==> src/rtl/hazard_fwd_unit.sv <==
module hazard_fwd_unit #(
  parameter int REG_W = 5
) (
  input  logic [REG_W-1:0] id_rs,
  input  logic [REG_W-1:0] id_rt,
  input  logic             id_branch,
  input  logic             id_cmp_eq,
  input  logic [REG_W-1:0] idex_rs,
  input  logic [REG_W-1:0] idex_rt,
  input  logic [REG_W-1:0] idex_rd,
  input  logic             idex_wr,
  input  logic             idex_load,
  input  logic [REG_W-1:0] exmem_rd,
  input  logic             exmem_wr,
  input  logic             exmem_load,
  input  logic [REG_W-1:0] memwb_rd,
  input  logic             memwb_wr,
  output logic [1:0]       fwd_a,
  output logic [1:0]       fwd_b,
  output logic [1:0]       fwd_ca,
  output logic [1:0]       fwd_cb,
  output logic             hold,
  output logic             bubble,
  output logic             flush
);
  localparam logic [REG_W-1:0] ZERO = '0;
  localparam logic [1:0] SEL_RF = 2'd0, SEL_EXM = 2'd1, SEL_MWB = 2'd2;

  logic ex_live, em_live, mw_live;
  assign ex_live = idex_wr  && (idex_rd  != ZERO);
  assign em_live = exmem_wr && (exmem_rd != ZERO);
  assign mw_live = memwb_wr && (memwb_rd != ZERO);

  function automatic logic [1:0] pick(input logic [REG_W-1:0] src,
                                      input logic em_ok, input logic mw_ok);
    if (em_ok && exmem_rd == src)      return SEL_EXM;
    else if (mw_ok && memwb_rd == src) return SEL_MWB;
    else                               return SEL_RF;
  endfunction

  assign fwd_a  = pick(idex_rs, em_live, mw_live);
  assign fwd_b  = pick(idex_rt, em_live, mw_live);
  assign fwd_ca = pick(id_rs, em_live && !exmem_load, mw_live);
  assign fwd_cb = pick(id_rt, em_live && !exmem_load, mw_live);

  logic ex_hits_id, em_hits_id, load_use, br_ex, br_mem;
  assign ex_hits_id = ex_live && (idex_rd == id_rs || idex_rd == id_rt);
  assign em_hits_id = em_live && (exmem_rd == id_rs || exmem_rd == id_rt);
  assign load_use   = idex_load && ex_hits_id;
  assign br_ex      = id_branch && ex_hits_id;
  assign br_mem     = id_branch && exmem_load && em_hits_id;

  assign hold   = load_use || br_ex || br_mem;
  assign bubble = hold;
  assign flush  = id_branch && id_cmp_eq && !hold;

  always_comb begin
    a_r1_alu_sel_legal: assert (fwd_a != 2'd3 && fwd_b != 2'd3);
    a_r5_cmp_sel_legal: assert (fwd_ca != 2'd3 && fwd_cb != 2'd3);
    a_r4_zero_never_fwd: assert (idex_rs != ZERO || fwd_a == SEL_RF);
    a_r5_no_load_bypass: assert (!(exmem_load && fwd_ca == SEL_EXM));
    a_r10_stall_beats_flush: assert (!(hold && flush));
    a_r9_bubble_tracks_hold: assert (bubble == hold);
  end
endmodule

==> config.mk <==
export PLATFORM = sky130hd
export DESIGN_NAME = hazard_fwd_unit
export DESIGN_NICKNAME = d
export VERILOG_FILES = /design/src/rtl/hazard_fwd_unit.sv
export SDC_FILE = /design/constraint.sdc
export NUM_CORES = 1
export LEC_CHECK = 0
export ABC_AREA = 1
export BUFFER_PORTS_ARGS = -buffer_cell sky130_fd_sc_hd__buf_2
export CORE_MARGIN = 2
export CORE_UTILIZATION = 42
export DETAILED_ROUTE_END_ITERATION = 16
export PLACE_DENSITY = 0.81
export SLEW_MARGIN = 20
export SYNTH_ARGS = -nofsm -noshare
export SYNTH_HDL_FRONTEND = slang
export SYNTH_SLANG_ARGS = --single-unit
==> constraint.sdc <==
create_clock -name vclk -period 0.8
set_input_delay 0.04 -clock vclk [all_inputs]
set_output_delay 0.04 -clock vclk [all_outputs]
set_load 0.02 [all_outputs]
Yosys cells after proc, flatten, opt, wreduce, memory -nomap -nowiden
Cells that the tools add are included.
- reduce and logical (&&, ||, !) cells: 29
- multiplexer cells: 8
- eq/ne operators: 10
- operator list (cell ; number):
    $eq A5 B5 Y1 ; 10
    $logic_and A1 B1 Y1 ; 20
    $mux W2 ; 8
    $reduce_bool A5 Y1 ; 3
    $logic_or A1 B1 Y1 ; 4
    $logic_not A1 Y1 ; 2
- output and inout bits: 11
- input port bits: 42
- flip-flop bits (word level): 0

Logic depth before layout (Yosys ltp)
- depth after elaboration: 8
- gate-level depth with buffers: 10
- gate-level depth less buffers: 9

Worst setup path before layout
OpenSTA, ideal clock, no wires.
- path type: input to output
- start point: input port exmem_rd[3]
- end point: output port fwd_cb[1]
- data arrival time: 1013 ps
- stages: 8
- slack: -253 ps
- data required time: 760 ps
- path through: buf_4 > inv_2 > nand2_1 > nand2_1 > nor2_1 > nand3_1 > nor2_1 > nor2_1
- longest elaborated chain between the ends: 5
- elaborated cells between the ends (all ways): 6
- classes of those cells: eq/ne: 1; mux: 1; reduce/logical: 4
- ends and longest elaborated chain (what ; RTL line ; RTL):
    start: declaration ; 13 ; input logic [REG_W-1:0] exmem_rd,
    $reduce_bool A5 Y1 ; 31 ; assign em_live = exmem_wr && (exmem_rd != ZERO);
    $logic_and A1 B1 Y1 ; 31 ;
    $logic_and A1 B1 Y1 ; 44 ; assign fwd_cb = pick(id_rt, em_live && !exmem_load, mw_live);
    $logic_and A1 B1 Y1 (*) ; 36 ; if (em_ok && exmem_rd == src) return SEL_EXM;
    $mux W2 (*) ; 36 ;
    end: declaration ; 21 ; output logic [1:0] fwd_cb,
Every way passes the cells marked *; elsewhere a longest branch is shown, timed or not.

Worst setup path after layout
- start point: input port exmem_rd[2]
- end point: output port fwd_b[0]
- longest elaborated chain between the ends: 4
- elaborated cells between the ends (all ways): 5
- classes of those cells: eq/ne: 1; mux: 1; reduce/logical: 3
- ends and longest elaborated chain (what ; RTL line ; RTL):
    $reduce_bool A5 Y1 ; 31 ;
    $logic_and A1 B1 Y1 ; 31 ;
    $logic_and A1 B1 Y1 (*) ; 36 ;
    $mux W2 (*) ; 36 ;
    end: declaration ; 19 ; output logic [1:0] fwd_b,
Marks and branches as above.

==> run metrics <==
Critical Path Stages=6; placed cell count=236; fin crit share=131%; Least-Margin Pin Slew=0.271 ns; Via Count=1,200; min Tclk post-route=1.05 ns; Crit Path Category=input pin to primary output; Syn-to-layout area delta=83.7%; setup ws final=-0.251 ns; share of cells above drive strength 1=50.9%; Core Area=1960 um^2; VDD IR max=0.372 mV; P_leak=0.823 nW; ant diodes=0; chip width=49.7 um; CP max stage delay=0.21 ns; crit start category=input pin; Syn. warnings=0; Cell Rows=16; largest net degree at the start of global routing=7; IO Count=53; CP top delay family=buffers and inverters; Avg Inst Size Synth=5.54 um^2; Routability Congestion=0.916; Worst Setup SP=exmem_rd[2]; Buffers & Inverters on Critical Path=3; max_cap viols=0; Arr. time, crit path=1.01 ns; IO buf count=53; Antenna Violating Nets Remaining=0; Final Instance Area=1610 um^2; Die H=49.7 um; Crit. End Element=primary output; commonest non-fill, non-tap cell in the layout=nand2_1; Initial Utilization=44.6%; Area after DPL=1270 um^2; fin nets=256; synth top area cells=nand2_1, xnor2_1, xor2_1, nor2_1, inv_1; num sequential=0; Distinct cells, synth=21; cells after synthesis=158; drc violations=0; Required @ worst endpoint=0.76 ns; cell taking the most area after synthesis=nand2_1; outcome=complete, but fails checks; Mapped Area=876 um^2; RSZ-0062 raised after global routing=true; PwrDens=530 nW/um^2; Crit path top cell by count=buf_12; fin. max-slew vios=0; crit path to=fwd_b[0]; grt ovf=0; first-pass GRT wire length=4.88 mm; dpl hpwl=2.26 mm; Crit Path Max Fanout=5; Initial DRT Pass Iterations=4; syn_nets=200; Via-to-Cell Ratio=5.02; vias in the first global route=1,102; Worst path slowest cell=nor3_4; core occupancy in the finished layout=82.0%; Final Setup Violations=11; sequential element share of the synthesized area=0%; initial antenna violation count=0; total track usage=25.0%; failing checks=negative setup slack; post-DR wirelength/cell=13.5 um; slew margin rel.=81.8%; Final Hold Violating Endpoints=0; most frequent cells in the layout=nand2_1, buf_2, buf_6, buf_4, xor2_1; 1st-iter DRT viols=27; total wire length=3.23 mm; Layout Cells excl Fill=239; Die ar.=2470 um^2; Seq. cell area=0 um^2; critical-path cell list=buf_12 -> buf_12 -> xnor2_2 -> nand4_1 -> nor3_4 -> buf_4; top cell type's share of synthesized area=21.0%; fmax=0.951 GHz; Hold Crit Class=input pin to primary output; clock buffer count=0
[metal layers]
metal | global-route usage (%) | vias up | part of all wire, %
met1 | 30.8 | 557 | 40
met3 | 0.606 | 4 | 4.9
met4 | 0 | 0 | 1.4
met5 | 0 | - | 0
met2 | 50.4 | 52 | 53
li1 | - | 587 | -
[worst min-delay path by stage]
stage,slack [ns],endpoint,cells after the start,from
after floorplan,0.22,flush,2,id_branch
after global placement,0.45,flush,4,id_cmp_eq
after detailed placement,0.46,flush,4,id_cmp_eq
after CTS,0.44,flush,4,id_cmp_eq
after global routing,0.45,flush,4,id_cmp_eq
final,0.44,flush,4,id_cmp_eq
[worst min-delay path: stages]
cell,delay (ns)
buf_2,0.10
nand2_1,0.10
nor2_4,0.05
buf_6,0.12
[where the power goes]
part	internal [mW]	switching (mW)
Clock	0	0
Sequential	0	0
Combinational	0.428	0.424
[final cells by class]
| type | instances | area [um^2] |
|---|---|---|
| multi-input combinational | 130 | 933 |
| tap | 27 | 33.8 |
| timing repair buffer | 63 | 563 |
| fill | 146 | 353 |
| inverter | 19 | 78.8 |
[Yosys cell counts, drive strengths merged]
master,count
buf,8
xor2,15
nand2,52
o21ai,1
nor3,7
clkbuf,1
nand3,5
nor2,21
nand3b,1
xnor2,20
o211ai,1
nand4,7
inv,19
[cells by family (layout without fill, tap and decap cells)]
group	Yosys count	count (layout)	share of synthesized area [%]
AOI/OAI and AO/OA	2	2	1.43
xor gates and xnor gates	35	35	35.0
buffers and inverters	28	82	14.7
and+or+nand+nor	93	93	48.9
[stage by stage]
stage	setup WS, ns	power, mW	TNS [ns]	hold WS [ns]
after floorplan	-0.127	0.424	-0.561	0.220
after global placement	-0.266	0.635	-2.56	0.448
after detailed placement	-0.297	0.648	-2.77	0.464
after CTS	-0.224	0.731	-1.76	0.442
after global routing	-0.293	0.917	-2.67	0.451
final	-0.251	0.852	-2.12	0.438
[repair_timing]
| item | CTS | global route |
|---|---|---|
| gates resized for setup | 50 | 41 |
| buffers inserted | 1 | 2 |
| endpoints found under the setup margin | 11 | 11 |
| gates cloned | 0 | 0 |
| pin swaps | 22 | 24 |
| hold buffers | 0 | 0 |
Note: power is estimated with default switching activity, not from simulation.
